==> src/rtl/sfd_pkg.sv <==
package sfd_pkg;

  typedef enum logic [2:0] {
    SFD_MODE_FLD = 3'b011,
    SFD_MODE_HV  = 3'b100
  } sfd_mode_e;

endpackage

==> src/rtl/sfd_sync_pair.sv <==
module sfd_sync_pair #(
  parameter int STAGES = 2
) (
  input  logic clk_i,
  input  logic rst_ni,
  input  logic sig_i,
  output logic lvl_o,
  output logic prev_o
);

  logic [STAGES:0] sh_q;
  logic [STAGES:0] sh_d;

  always_comb begin
    sh_d = {sh_q[STAGES-1:0], sig_i};
  end

  always_ff @(posedge clk_i or negedge rst_ni) begin
    if (!rst_ni) begin
      sh_q <= '1;
    end else begin
      sh_q <= sh_d;
    end
  end

  assign lvl_o  = sh_q[STAGES-1];
  assign prev_o = sh_q[STAGES];

endmodule

==> src/rtl/sfd_field_tracker.sv <==
module sfd_field_tracker #(
  parameter int LINE_W        = 10,
  parameter int NTSC_LINES    = 525,
  parameter int PAL_LINES     = 625,
  parameter int NTSC_F2_LINE  = 264,
  parameter int PAL_F2_LINE   = 313,
  parameter int NTSC_BLK1_END = 21,
  parameter int NTSC_BLK2_BEG = 264,
  parameter int NTSC_BLK2_END = 283,
  parameter int PAL_BLK1_END  = 22,
  parameter int PAL_BLK2_BEG  = 311,
  parameter int PAL_BLK2_END  = 335
) (
  input  logic              clk_i,
  input  logic              rst_ni,
  input  logic              en_i,
  input  logic              hv_i,
  input  logic              pal_i,
  input  logic              h_lvl_i,
  input  logic              h_fall_i,
  input  logic              v_lvl_i,
  input  logic              v_fall_i,
  input  logic              v_tog_i,
  output logic [LINE_W-1:0] line_o,
  output logic              field_o,
  output logic              fstart_o,
  output logic              frame_o,
  output logic              blank_o
);

  localparam logic [LINE_W-1:0] LINE_ONE = LINE_W'(1);
  localparam logic [LINE_W-1:0] N_TOT    = LINE_W'(NTSC_LINES);
  localparam logic [LINE_W-1:0] P_TOT    = LINE_W'(PAL_LINES);
  localparam logic [LINE_W-1:0] N_F2     = LINE_W'(NTSC_F2_LINE);
  localparam logic [LINE_W-1:0] P_F2     = LINE_W'(PAL_F2_LINE);
  localparam logic [LINE_W-1:0] N_B1E    = LINE_W'(NTSC_BLK1_END);
  localparam logic [LINE_W-1:0] N_B2B    = LINE_W'(NTSC_BLK2_BEG);
  localparam logic [LINE_W-1:0] N_B2E    = LINE_W'(NTSC_BLK2_END);
  localparam logic [LINE_W-1:0] P_B1E    = LINE_W'(PAL_BLK1_END);
  localparam logic [LINE_W-1:0] P_B2B    = LINE_W'(PAL_BLK2_BEG);
  localparam logic [LINE_W-1:0] P_B2E    = LINE_W'(PAL_BLK2_END);

  logic [LINE_W-1:0] line_q, line_d;
  logic              field_q, field_d;
  logic              fs_q, fs_d;
  logic              frm_q, frm_d;
  logic              start, odd;
  logic [LINE_W-1:0] total, second, b1e, b2b, b2e;

  always_comb begin
    total  = pal_i ? P_TOT : N_TOT;
    second = pal_i ? P_F2  : N_F2;
    b1e    = pal_i ? P_B1E : N_B1E;
    b2b    = pal_i ? P_B2B : N_B2B;
    b2e    = pal_i ? P_B2E : N_B2E;
  end

  // vertical event decode: phase of the vertical signal against hsync
  always_comb begin
    if (hv_i) begin
      start = v_fall_i & (h_fall_i | h_lvl_i);
      odd   = h_fall_i;
    end else begin
      start = v_tog_i & ~h_lvl_i;
      odd   = ~v_lvl_i;
    end
  end

  always_comb begin
    line_d  = line_q;
    field_d = field_q;
    fs_d    = 1'b0;
    frm_d   = 1'b0;
    if (start) begin
      line_d  = odd ? LINE_ONE : second;
      field_d = ~odd;
      fs_d    = 1'b1;
      frm_d   = odd;
    end else if (h_fall_i) begin
      line_d = (line_q >= total) ? LINE_ONE : line_q + LINE_ONE;
    end
  end

  always_ff @(posedge clk_i or negedge rst_ni) begin
    if (!rst_ni) begin
      line_q  <= LINE_ONE;
      field_q <= 1'b0;
    end else if (en_i) begin
      line_q  <= line_d;
      field_q <= field_d;
    end
  end

  always_ff @(posedge clk_i or negedge rst_ni) begin
    if (!rst_ni) begin
      fs_q  <= 1'b0;
      frm_q <= 1'b0;
    end else begin
      fs_q  <= en_i & fs_d;
      frm_q <= en_i & frm_d;
    end
  end

  assign line_o   = line_q;
  assign field_o  = en_i & field_q;
  assign fstart_o = en_i & fs_q;
  assign frame_o  = en_i & frm_q;
  assign blank_o  = en_i & ((line_q <= b1e) | ((line_q >= b2b) & (line_q <= b2e)));

  assert_line_nonzero_R5: assert property (@(posedge clk_i) disable iff (!rst_ni)
    (line_q != '0) && (line_q <= P_TOT));

  assert_frame_is_odd_R3: assert property (@(posedge clk_i) disable iff (!rst_ni)
    frm_q |-> (!field_q && fs_q));

  assert_frame_line_one_R2: assert property (@(posedge clk_i) disable iff (!rst_ni)
    frm_q |-> (line_q == LINE_ONE));

  assert_line_frozen_R10: assert property (@(posedge clk_i) disable iff (!rst_ni)
    !en_i |=> $stable(line_q));

  assert_fstart_single_R8: assert property (@(posedge clk_i) disable iff (!rst_ni)
    fs_q |=> !fs_q);

endmodule

==> src/rtl/sfd_cap_timer.sv <==
module sfd_cap_timer #(
  parameter int DLY_NTSC = 122,
  parameter int DLY_PAL  = 132
) (
  input  logic clk_i,
  input  logic rst_ni,
  input  logic en_i,
  input  logic pal_i,
  input  logic h_fall_i,
  input  logic blank_i,
  output logic cap_o
);

  localparam int DMAX  = (DLY_PAL > DLY_NTSC) ? DLY_PAL : DLY_NTSC;
  localparam int CNT_W = (DMAX > 2) ? $clog2(DMAX) : 1;
  localparam logic [CNT_W-1:0] LOAD_N = CNT_W'(DLY_NTSC - 1);
  localparam logic [CNT_W-1:0] LOAD_P = CNT_W'(DLY_PAL - 1);

  logic [CNT_W-1:0] cnt_q, cnt_d;
  logic             act_q, act_d;
  logic             hit;

  assign hit = act_q & (cnt_q == '0);

  always_comb begin
    cnt_d = cnt_q;
    act_d = act_q;
    if (!en_i) begin
      act_d = 1'b0;
    end else if (h_fall_i) begin
      act_d = 1'b1;
      cnt_d = pal_i ? LOAD_P : LOAD_N;
    end else if (act_q) begin
      if (cnt_q == '0) begin
        act_d = 1'b0;
      end else begin
        cnt_d = cnt_q - 1'b1;
      end
    end
  end

  always_ff @(posedge clk_i or negedge rst_ni) begin
    if (!rst_ni) begin
      cnt_q <= '0;
      act_q <= 1'b0;
    end else begin
      cnt_q <= cnt_d;
      act_q <= act_d;
    end
  end

  assign cap_o = hit & en_i & ~blank_i;

  assert_cap_not_blank_R9: assert property (@(posedge clk_i) disable iff (!rst_ni)
    cap_o |-> !blank_i);

  assert_cap_single_R7: assert property (@(posedge clk_i) disable iff (!rst_ni)
    cap_o |=> !cap_o);

endmodule

==> src/rtl/sd_sync_field_decoder.sv <==
module sd_sync_field_decoder
  import sfd_pkg::*;
#(
  parameter int SYNC_STAGES  = 2,
  parameter int NTSC_LINES   = 525,
  parameter int PAL_LINES    = 625,
  parameter int CAP_DLY_NTSC = 122,
  parameter int CAP_DLY_PAL  = 132,
  localparam int LINE_W      = $clog2(PAL_LINES + 1)
) (
  input  logic              clk_i,
  input  logic              rst_ni,
  input  logic              hsync_ni,
  input  logic              vsig_i,
  input  logic [2:0]        mode_i,
  input  logic              pal_i,
  output logic              field_o,
  output logic              frame_start_o,
  output logic              field_start_o,
  output logic [LINE_W-1:0] line_o,
  output logic              blank_o,
  output logic              cap_o
);

  localparam int NSIG = 2;

  logic [NSIG-1:0] raw, lvl, prv;
  logic            mode_ok, is_hv;
  logic            h_fall, v_fall, v_tog;

  assign raw = {vsig_i, hsync_ni};

  for (genvar g = 0; g < NSIG; g++) begin : g_sync
    sfd_sync_pair #(.STAGES(SYNC_STAGES)) u_pair (
      .clk_i  (clk_i),
      .rst_ni (rst_ni),
      .sig_i  (raw[g]),
      .lvl_o  (lvl[g]),
      .prev_o (prv[g])
    );
  end

  assign is_hv   = (mode_i == SFD_MODE_HV);
  assign mode_ok = is_hv || (mode_i == SFD_MODE_FLD);
  assign h_fall  = prv[0] & ~lvl[0];
  assign v_fall  = prv[1] & ~lvl[1];
  assign v_tog   = prv[1] ^ lvl[1];

  sfd_field_tracker #(
    .LINE_W     (LINE_W),
    .NTSC_LINES (NTSC_LINES),
    .PAL_LINES  (PAL_LINES)
  ) u_track (
    .clk_i    (clk_i),
    .rst_ni   (rst_ni),
    .en_i     (mode_ok),
    .hv_i     (is_hv),
    .pal_i    (pal_i),
    .h_lvl_i  (lvl[0]),
    .h_fall_i (h_fall),
    .v_lvl_i  (lvl[1]),
    .v_fall_i (v_fall),
    .v_tog_i  (v_tog),
    .line_o   (line_o),
    .field_o  (field_o),
    .fstart_o (field_start_o),
    .frame_o  (frame_start_o),
    .blank_o  (blank_o)
  );

  sfd_cap_timer #(
    .DLY_NTSC (CAP_DLY_NTSC),
    .DLY_PAL  (CAP_DLY_PAL)
  ) u_cap (
    .clk_i    (clk_i),
    .rst_ni   (rst_ni),
    .en_i     (mode_ok),
    .pal_i    (pal_i),
    .h_fall_i (h_fall),
    .blank_i  (blank_o),
    .cap_o    (cap_o)
  );

  assert_idle_outputs_R10: assert property (@(posedge clk_i) disable iff (!rst_ni)
    !mode_ok |-> !(field_o | frame_start_o | field_start_o | blank_o | cap_o));

endmodule

==> config.mk <==
export PLATFORM = sky130hd
export DESIGN_NAME = sd_sync_field_decoder
export DESIGN_NICKNAME = d
export VERILOG_FILES = /design/src/rtl/sfd_pkg.sv /design/src/rtl/sfd_sync_pair.sv /design/src/rtl/sfd_field_tracker.sv /design/src/rtl/sfd_cap_timer.sv /design/src/rtl/sd_sync_field_decoder.sv
export SDC_FILE = /design/constraint.sdc
export NUM_CORES = 1
export LEC_CHECK = 0
export BUFFER_PORTS_ARGS = -buffer_cell sky130_fd_sc_hd__buf_2
export CAP_MARGIN = 20
export CORE_UTILIZATION = 30
export CTS_BUF_LIST = sky130_fd_sc_hd__clkbuf_4 sky130_fd_sc_hd__clkbuf_8 sky130_fd_sc_hd__clkbuf_16
export CTS_CLUSTER_SIZE = 30
export DETAILED_ROUTE_END_ITERATION = 6
export HOLD_SLACK_MARGIN = 0.06
export MAX_ROUTING_LAYER = met4
export PLACE_DENSITY_LB_ADDON = 0.3
export SLEW_MARGIN = 20
export SYNTH_ARGS = -nofsm -noshare
export SYNTH_HDL_FRONTEND = slang
export SYNTH_HIERARCHICAL = 1
export SYNTH_SLANG_ARGS = --single-unit
==> constraint.sdc <==
create_clock -name clk_i -period 4.4 [get_ports clk_i]
set_clock_uncertainty 0.15 [all_clocks]
set_input_delay 0.44 -clock clk_i [delete_from_list [all_inputs] [get_ports clk_i]]
set_output_delay 0.44 -clock clk_i [all_outputs]
set_load 0.02 [all_outputs]
==> reports/summary.txt, run 1 <==
Top cells by instance count after synthesis = sky130_fd_sc_hd__dfrtp_1, sky130_fd_sc_hd__ha_1, sky130_fd_sc_hd__inv_1, sky130_fd_sc_hd__nand3_1
Pin count of the biggest net entering global routing = 29
Count of standard-cell rows = 29
Wire length after detailed routing = 4.36 mm
End point of the most critical hold path = g_sync[0].u_pair/sh_q[0]
H-tree depth = 1
Power per Cell Area = 408 nW/um^2
Main area contributors after synthesis = sky130_fd_sc_hd__dfrtp_1, sky130_fd_sc_hd__ha_1, sky130_fd_sc_hd__dfstp_2
Final hold vios = 0
Placeable Area = 6310 sq um
Detailed placement HPWL = 3.16 mm
Delay of the slowest cell on the worst path = 0.58 ns
Cell with the largest stage delay on the worst path = sky130_fd_sc_hd__dfrtp_1
Post-CTS Setup Inserts = 0
TritonCTS clock tree = built
Flip-flop and latch count after synthesis = 28
Syn_area_per_cell = 9.20 sq um
Number of global-route vias before repair = 1628
Area Overhead vs Synth = 12.5%
Mapped Area = 1960 sq um
Worst path required time = 3.81 ns
Instance area at placement = 2120 sq um
Violation count after the first detailed-route iteration = 96
DRC viols = 0
Reg clk slew, reported paths = 0.10 ns
Reg-to-reg startpoint = u_track/line_o[5]
Critical path arrival = 2.64 ns
Highest attainable clock frequency = 309 MHz
Height of the die = 82.8 um
Non-Filler Cell Area, Final = 2200 sq um
Reg2Reg Capture Point = u_track/line_o[3]
Clock buffer count from CTS = 3
Dominant delay contributor by cell family on the critical path = compound AO/OA/AOI/OAI gates
Fin worst setup slack = 1.17 ns
Clock latency of the later-clocked register in the worst-skew pair = 0.27 ns
Wire length per cell after detailed routing = 14.0 um
Sum of negative setup slack = 0 ns
Mapped Cells = 213
Post-CTS resize count = 0
CTS Root Cell = sky130_fd_sc_hd__clkbuf_8
Run status = finished clean
Hold Crit Depth = 1
Routability Congestion = 0.788
Critical Path Sink Type = output pin
Number of different library cells in the post-synthesis netlist = 60
Type of the worst min-delay path = in2reg
Share of the clock period used by the worst path = 73.4%
Via count = 1636
Synth Warn # = 6
Most instantiated library cell after synthesis = sky130_fd_sc_hd__dfrtp_1
Total routing resource utilization after global routing = 13.8%
Startpoint class of the critical path = flop
Initial standard-cell utilization of the core = 31.0%
Setup repair after global routing missed its margin = no
Minimum clock period after layout = 3.23 ns
WP depth = 7
Leakage dissipation = 0.967 nW
Layout net count = 259
Total power = 0.899 mW
Maximum Capacitance Violations = 0
Antenna violations before repair = 0
Die Footprint = 6860 sq um
Most common flop cell mapped by yosys = sky130_fd_sc_hd__dfrtp_1
Finish-stage setup viols = 0
Number of sinks on the clock net = 28
Share of async-settable or async-resettable flops after synthesis = 100%
CP Max Fanout = 12
Post-synth top area share = 26.8%
Relative max-transition margin = 50.3%
Total of hold buffers inserted after clock tree synthesis = 1
Synthesized netlist net count = 237
Seq/Total Area, Yosys = 36.2%
Critical path, cell by cell = ha_1, a2111oi_0, nand2_1, o2111ai_1, a21boi_0, nor4b_1, buf_2
Critical hold path startpoint = hsync_ni
Number of input and output port buffers inserted = 22
Post-placement setup slack = 1.16 ns
GR Overflow Total = 0
Number of nets with antenna violations after routing = 0
Number of buffers between clock root and the deepest sink = 2
DRT Pass-1 Iters = 4
Share of post-route cells with drive strength above 1 = 22.2%
Sum of buffers and inverters on the critical path = 1
Die span in x = 82.8 um
Transition at the pin with the smallest max-transition slack = 0.745 ns
EDFF count, synth = 0
Antenna diodes = 0
Peak supply drop = 0.000122 V
Total count of max-transition violations in the final report = 0
Ports = 23
Worst r2r path cells = 6
Critical path class = reg2out
Global-route wire length before repair = 7.71 mm
Post-DR vias/cell = 5.26
R2r setup slk = 1.87 ns
Library cell occupying the most area in the post-synthesis netlist = sky130_fd_sc_hd__dfrtp_1
-- cell type report --
class	instances	area, sq um
clock buffer	3	41.3
clock inverter	1	30.0
inverter	16	60.1
fill	663	4110
multi-input combinational	161	1130
tap	77	96.3
timing repair buffer	25	135
sequential	28	709
-- metrics by stage --
step           instances  utilization, %  hold WS [ns]
6_report             311            34.9         0.104
5_1_grt              311            34.9        0.0795
4_1_cts              311            34.9        0.0916
3_5_place_dp         306            33.6         0.197
3_3_place_gp         306            33.6         0.195
2_1_floorplan        213               -      -0.00559
-- where the power goes --
part	total (mW)	internal (mW)	switching, mW
registers	0.383	0.308	0.0752
logic	0.313	0.135	0.178
clock network	0.203	0.122	0.0812
total	0.899	0.565	0.335
-- worst max-delay path by stage --
stage,end,start,slack [ns]
6_report,cap_o,u_track/line_o[5],1.17
5_1_grt,cap_o,u_track/line_o[5],0.96
4_1_cts,cap_o,u_track/line_o[5],1.14
3_5_place_dp,cap_o,pal_i,1.16
3_3_place_gp,cap_o,pal_i,1.23
2_1_floorplan,cap_o,pal_i,1.14
-- routing by layer --
layer	vias up	wire length, um	global-route usage [%]
li1	822	-	-
met5	-	0	-
met4	0	48	3.92
met2	23	2020	21.5
met1	787	2200	18.9
met3	4	84	1.69
-- cell families (layout without fill, tap and decap cells) --
kind of cell             Yosys count  after routing  share of synthesized area, %
buffers and inverters             24             45                          6.00
AND/OR/NAND/NOR                   84             84                          24.5
adder cells (fa/ha/maj)           16             16                          10.2
multiplexers                       2              2                          1.34
flip-flops                        28             28                          36.2
AO/OA/AOI/OAI                     59             59                          21.7
-- flip-flops by register name, indices dropped and copies added (netlist names) --
signal              cells
u_track/line_o         10
u_cap/cnt_q             8
g_sync.u_pair/sh_q      6
u_cap/act_q             1
u_track/field_q         1
u_track/frm_q           1
u_track/fs_q            1
-- cell usage in the layout, fill, tap and decap left out, types with 4 or more instances in the layout --
cell type	n
sky130_fd_sc_hd__buf_2	22
sky130_fd_sc_hd__dfrtp_1	21
sky130_fd_sc_hd__inv_1	16
sky130_fd_sc_hd__ha_1	16
sky130_fd_sc_hd__nand3_1	15
sky130_fd_sc_hd__nand2_1	14
sky130_fd_sc_hd__nor2_1	14
sky130_fd_sc_hd__o21ai_0	10
sky130_fd_sc_hd__a21oi_1	10
sky130_fd_sc_hd__dfstp_2	7
sky130_fd_sc_hd__nor3_1	6
sky130_fd_sc_hd__nand4_1	5
sky130_fd_sc_hd__and2_1	5
sky130_fd_sc_hd__nor2b_1	4
Power figures use the tool's default switching activity.
==> inputs of run 2 (changes only) <==
==> constraint.sdc (replaced) <==
create_clock -name clk_i -period 2.85 [get_ports clk_i]
set_clock_uncertainty 0.15 [all_clocks]
set_input_delay 0.285 -clock clk_i [delete_from_list [all_inputs] [get_ports clk_i]]
set_output_delay 0.285 -clock clk_i [all_outputs]
set_load 0.02 [all_outputs]
==> reports/summary.txt, run 2 (synthesis gave the netlist of run 1 again) <==
Switching Share = 37.2% (about the same)
GR Overflow Total = 0 (unchanged)
Die Footprint = 6860 sq um (unchanged)
Ports = 23 (unchanged)
CTS Root Cell = sky130_fd_sc_hd__clkbuf_8
Total routing resource utilization after global routing = 14.5% (+0.73 points)
Share of post-route cells with drive strength above 1 = 26.8% (+4.6 points)
Reg clk slew, reported paths = 0.11 ns (about the same)
Run status = finished clean
Number of nets with antenna violations after routing = 0 (unchanged)
Placeable Area = 6310 sq um (unchanged)
Layout net count = 271 (+4.6%)
Sum of negative setup slack = 0 ns (unchanged)
Area Overhead vs Synth = 18.8%
Detailed placement HPWL = 3.33 mm (+5.2%)
Clock buffer count from CTS = 3 (unchanged)
Non-Filler Cell Area, Final = 2330 sq um (+5.6%)
Routability Congestion = 0.844 (+7.2%)
Via count = 1737 (+6.2%)
Flip-flop count of the largest register after layout = 10 (unchanged)
Count of standard-cell rows = 29 (unchanged)
Critical Path Sink Type = output pin
Final hold vios = 0 (unchanged)
Post-DR vias/cell = 5.38 (+2.2%)
Minimum clock period after layout = 2.70 ns
Number of global-route vias before repair = 1632 (+0.25%)
Worst path required time = 2.41 ns (-1.40 ns)
H-tree depth = 1 (unchanged)
Total count of max-transition violations in the final report = 0 (unchanged)
Critical path arrival = 2.27 ns (-0.37 ns)
Initial standard-cell utilization of the core = 31.0% (unchanged)
Violation count after the first detailed-route iteration = 120 (+25%)
DRT Pass-1 Iters = 4 (unchanged)
Cell internal power dissipation = 0.910 mW (+61%)
Type of the worst min-delay path = reg2reg
Maximum Capacitance Violations = 0 (unchanged)
Global-route wire length before repair = 8.05 mm (+4.5%)
Sequential power share = 39.5% (-3.1 points)
Finish-stage setup viols = 0 (unchanged)
Highest attainable clock frequency = 370 MHz
Power per Cell Area = 623 nW/um^2 (+53%)
Number of buffers between clock root and the deepest sink = 2 (unchanged)
Instance area at placement = 2180 sq um (+2.8%)
Most used cells in the layout excluding fill and tap cells = sky130_fd_sc_hd__buf_2, sky130_fd_sc_hd__dfrtp_1, sky130_fd_sc_hd__inv_1
Clock latency of the later-clocked register in the worst-skew pair = 0.28 ns (about the same)
Share of the clock period used by the worst path = 94.8%
Layout fillers = 652 (-1.7%)
Wire length after detailed routing = 4.66 mm (+6.9%)
Height of the die = 82.8 um (unchanged)
Wire length per cell after detailed routing = 14.4 um (+3.0%)
Antenna diodes = 0 (unchanged)
Most common cell after layout, fill and taps aside = sky130_fd_sc_hd__buf_2
Number of input and output port buffers inserted = 22 (unchanged)
Leakage dissipation = 1.03 nW (+6.0%)
Transition at the pin with the smallest max-transition slack = 0.654 ns (-0.0911 ns)
Clock share of power = 22.1% (-0.5 points)
CP Max Fanout = 4 (-8)
Relative contribution of combinational cells to total power = 38.3% (+3.5 points)
Die span in x = 82.8 um (unchanged)
Startpoint class of the critical path = flop
Layout Utilization = 36.9% (+1.9 points)
Relative max-transition margin = 56.4% (+6.1 points)
Peak supply drop = 0.000177 V (+45%)
Critical path class = reg2out
Antenna violations before repair = 0 (unchanged)
Number of sinks on the clock net = 28 (unchanged)
Pin count of the biggest net entering global routing = 29 (unchanged)
TritonCTS clock tree = built
Setup repair after global routing missed its margin = no
Total power = 1.45 mW (+61%)
DRC viols = 0 (unchanged)
Net switching power = 0.539 mW (+61%)
## run 2: area by class of cell
cell class | instances | area [sq um] | share of cell area, %
clock buffer | 3 | 41.3 | 1.77
clock inverter | 1 | 30.0 | 1.29
inverter | 16 | 60.1 | 2.58
multi-input combinational | 161 | 1160 | 49.8
sequential | 28 | 709 | 30.5
tap | 77 | 96.3 | 4.14
timing repair buffer | 37 | 230 | 9.89
## run 2: worst paths after layout
path                       depth (start not counted)  slack (ns)                     start                        to
min in group asynchronous                          2        0.41                    rst_ni         u_track/line_o[5]
hold / removal                                     0        0.21  g_sync[1].u_pair/sh_q[0]  g_sync[1].u_pair/sh_q[1]
setup / recovery                                   8        0.15         u_track/line_o[4]                     cap_o
hold reg to reg                                    0        0.21  g_sync[1].u_pair/sh_q[0]  g_sync[1].u_pair/sh_q[1]
max in group asynchronous                          2        1.71                    rst_ni           u_track/field_q
setup reg to reg                                   6        0.41         u_track/line_o[2]         u_track/line_o[3]
## run 2: worst max-delay path, stage by stage, from the launching register on
cell,delay [ns]
sky130_fd_sc_hd__dfrtp_1,0.44
sky130_fd_sc_hd__ha_1,0.35
sky130_fd_sc_hd__nor2b_2,0.14
sky130_fd_sc_hd__a311oi_1,0.10
sky130_fd_sc_hd__a41o_1,0.22
sky130_fd_sc_hd__o2111ai_1,0.10
sky130_fd_sc_hd__a21boi_1,0.14
sky130_fd_sc_hd__nor4b_2,0.29
sky130_fd_sc_hd__buf_2,0.20
## run 2: metal layers
metal,track usage (%),part of all wire [%],vias to the layer above
met1,20.9,48,832
li1,-,-,847
met2,21.8,47,56
met5,-,0,-
met4,4.08,0.67,0
met3,1.39,4.0,2
## run 2: what timing repair did
action,in CTS,in global routing
setup buffers,0,3
hold buffers,3,0
resized for setup,2,3
setup endpoints to repair,1,1
hold endpoints to repair,23,0
## run 2: per-stage QoR
stage	instances	hold slack [ns]	setup slack, ns
3_5_place_dp	313	0.198	0.141
3_3_place_gp	313	0.196	0.241
5_1_grt	323	0.222	0.0162
2_1_floorplan	213	-0.161	0.0790
6_report	323	0.210	0.148
4_1_cts	320	0.213	0.0173
## run 2: power by group through the flow
stage          logic [mW]  clock network (mW)  registers [mW]
2_1_floorplan       0.347                   0           0.591
3_3_place_gp        0.508                   0           0.589
3_5_place_dp        0.513                   0           0.585
4_1_cts             0.519               0.329           0.579
5_1_grt             0.625               0.357           0.589
6_report            0.555               0.321           0.573
==> inputs of run 3 (changes only) <==
--- a/config.mk
+++ b/config.mk
@@ -7,7 +7,7 @@
 export LEC_CHECK = 0
 export BUFFER_PORTS_ARGS = -buffer_cell sky130_fd_sc_hd__buf_2
 export CAP_MARGIN = 20
-export CORE_UTILIZATION = 30
+export CORE_UTILIZATION = 57
 export CTS_BUF_LIST = sky130_fd_sc_hd__clkbuf_4 sky130_fd_sc_hd__clkbuf_8 sky130_fd_sc_hd__clkbuf_16
 export CTS_CLUSTER_SIZE = 30
 export DETAILED_ROUTE_END_ITERATION = 6
==> constraint.sdc (replaced) <==
create_clock -name clk_i -period 3.4 [get_ports clk_i]
set_clock_uncertainty 0.15 [all_clocks]
set_input_delay 0.34 -clock clk_i [delete_from_list [all_inputs] [get_ports clk_i]]
set_output_delay 0.34 -clock clk_i [all_outputs]
set_load 0.02 [all_outputs]
==> reports/summary.txt, run 3 (synthesis gave the netlist of run 1 again) <==
Die span in x = 60.6 um (-27%)
Wire length per cell after detailed routing = 15.1 um (+4.5%)
Wire length after detailed routing = 4.24 mm (-9.1%)
Antenna diodes = 0 (unchanged)
Fin worst setup slack = 0.315 ns (+0.168 ns)
Area Overhead vs Synth = 10.9%
Transition at the pin with the smallest max-transition slack = 0.760 ns (+0.106 ns)
CP Max Fanout = 12 (+8)
Total routing resource utilization after global routing = 26.8% (+12 points)
Share of post-route cells with drive strength above 1 = 22.8% (-4.0 points)
Area occupied by multi-input gates = 1130 sq um (-2.4%)
Run status = finished clean
Violation count after the first detailed-route iteration = 210 (+75%)
Detailed placement HPWL = 3.00 mm (-9.8%)
Worst path required time = 2.91 ns (+0.50 ns)
Total power = 1.13 mW (-22%)
Minimum clock period after layout = 3.08 ns
Initial standard-cell utilization of the core = 62.1% (+31 points)
Type of the worst min-delay path = in2reg
Number of sinks on the clock net = 28 (unchanged)
Layout fillers = 268 (-59%)
Placeable Area = 3150 sq um (-50%)
Ports = 23 (unchanged)
Most used cells in the layout excluding fill and tap cells = sky130_fd_sc_hd__buf_2, sky130_fd_sc_hd__dfrtp_1, sky130_fd_sc_hd__inv_1, sky130_fd_sc_hd__ha_1, sky130_fd_sc_hd__nand3_1
Post-placement setup slack = 0.466 ns (+0.325 ns)
Flip-flop count of the largest register after layout = 10 (unchanged)
Leakage dissipation = 0.972 nW (-5.2%)
CTS Root Cell = sky130_fd_sc_hd__clkbuf_4
Via count = 1719 (-1.0%)
Critical path arrival = 2.59 ns (+0.32 ns)
Antenna violations before repair = 0 (unchanged)
Final hold vios = 0 (unchanged)
Most common cell after layout, fill and taps aside = sky130_fd_sc_hd__buf_2
Setup repair after global routing missed its margin = no
Clock latency of the later-clocked register in the worst-skew pair = 0.33 ns (+0.05 ns)
Layout Utilization = 68.9% (+32 points)
Reg clk slew, reported paths = 0.15 ns (+0.04 ns)
Sum of negative setup slack = 0 ns (unchanged)
Area of all sequential standard cells = 711 sq um (+0.18%)
Global-route wire length before repair = 7.07 mm (-12%)
Relative max-transition margin = 49.3% (-7.1 points)
Share of the clock period used by the worst path = 90.7%
Number of buffers between clock root and the deepest sink = 2 (unchanged)
Clock buffer count from CTS = 3 (unchanged)
H-tree depth = 1 (unchanged)
Total count of max-transition violations in the final report = 0 (unchanged)
Number of input and output port buffers inserted = 22 (unchanged)
DRC viols = 0 (unchanged)
Critical Path Sink Type = output pin
Post-DR vias/cell = 6.12 (+14%)
Number of global-route vias before repair = 1514 (-7.2%)
TritonCTS clock tree = built
Power per Cell Area = 519 nW/um^2 (-17%)
Peak supply drop = 0.000418 V (+140%)
Height of the die = 60.6 um (-27%)
Die Footprint = 3680 sq um (-46%)
Startpoint class of the critical path = flop
Maximum Capacitance Violations = 0 (unchanged)
Pin count of the biggest net entering global routing = 29 (unchanged)
Routability Congestion = 0.908 (+7.6%)
GR Overflow Total = 0 (unchanged)
Highest attainable clock frequency = 324 MHz
Finish-stage setup viols = 0 (unchanged)
Count of standard-cell rows = 20 (-31%)
Critical path class = reg2out
DRT Pass-1 Iters = 6 (+2)
Number of nets with antenna violations after routing = 0 (unchanged)
Post-Route Hold Slack = 0.218 ns (+0.00803 ns)
Layout net count = 262 (-3.3%)
run 3: worst max-delay path, cell delays in order, from the launching register on:
cell and delay (ns):
sky130_fd_sc_hd__dfrtp_2 0.52, sky130_fd_sc_hd__ha_1 0.36, sky130_fd_sc_hd__a2111oi_0 0.42, sky130_fd_sc_hd__nand2_1 0.09
sky130_fd_sc_hd__o2111ai_1 0.19, sky130_fd_sc_hd__a21boi_0 0.14, sky130_fd_sc_hd__nor4b_1 0.32, sky130_fd_sc_hd__buf_2 0.22
run 3: layout make-up:
class,instances,share of cell area (%)
Tap cell,44,2.53
Clock buffer,3,1.04
Sequential cell,28,32.7
Clock inverter,1,1.38
Inverter,16,2.76
Timing Repair Buffer,28,7.48
Multi-Input combinational cell,161,52.1
run 3: metrics by stage:
stage / cells / instance area (sq um)
floorplan: 213 / 1960
global placement: 274 / 2090
detailed placement: 274 / 2090
CTS: 281 / 2170
global route: 281 / 2170
finish: 281 / 2170
run 3: final timing paths:
| path | from | end | slack [ns] | cells after the start |
|---|---|---|---|---|
| max | u_track/line_o[5] | cap_o | 0.32 | 7 |
| min | pal_i | u_track/line_o[0] | 0.22 | 3 |
| max reg2reg | g_sync[1].u_pair/sh_q[1] | u_track/line_o[5] | 0.83 | 8 |
| min reg2reg | g_sync[1].u_pair/sh_q[0] | g_sync[1].u_pair/sh_q[1] | 0.22 | 0 |
| max in group asynchronous | rst_ni | u_track/line_o[5] | 2.28 | 2 |
| min in group asynchronous | rst_ni | u_track/line_o[1] | 0.38 | 2 |
run 3: repair_timing:
item / 4_1_cts / 5_1_grt
buffers inserted: 0 / 0
endpoints found under the hold margin: 23 / 0
resized for setup: 0 / 1
hold buffers: 3 / 0
endpoints found under the setup margin: 0 / 1
run 3: layer usage:
layer / GRT usage (%) / up-vias / share of wire [%]
met4: 8.12 / 0 / 0.99
li1: - / 833 / -
met5: - / - / 0
met3: 2.56 / 6 / 5.0
met2: 40.2 / 63 / 46
met1: 38.4 / 817 / 48
run 3: where the power goes:
| part | switching, mW | total, mW | internal [mW] |
|---|---|---|---|
| combinational | 0.237 | 0.415 | 0.178 |
| sequential | 0.0956 | 0.494 | 0.398 |
| clock | 0.101 | 0.220 | 0.119 |
| total | 0.433 | 1.13 | 0.696 |
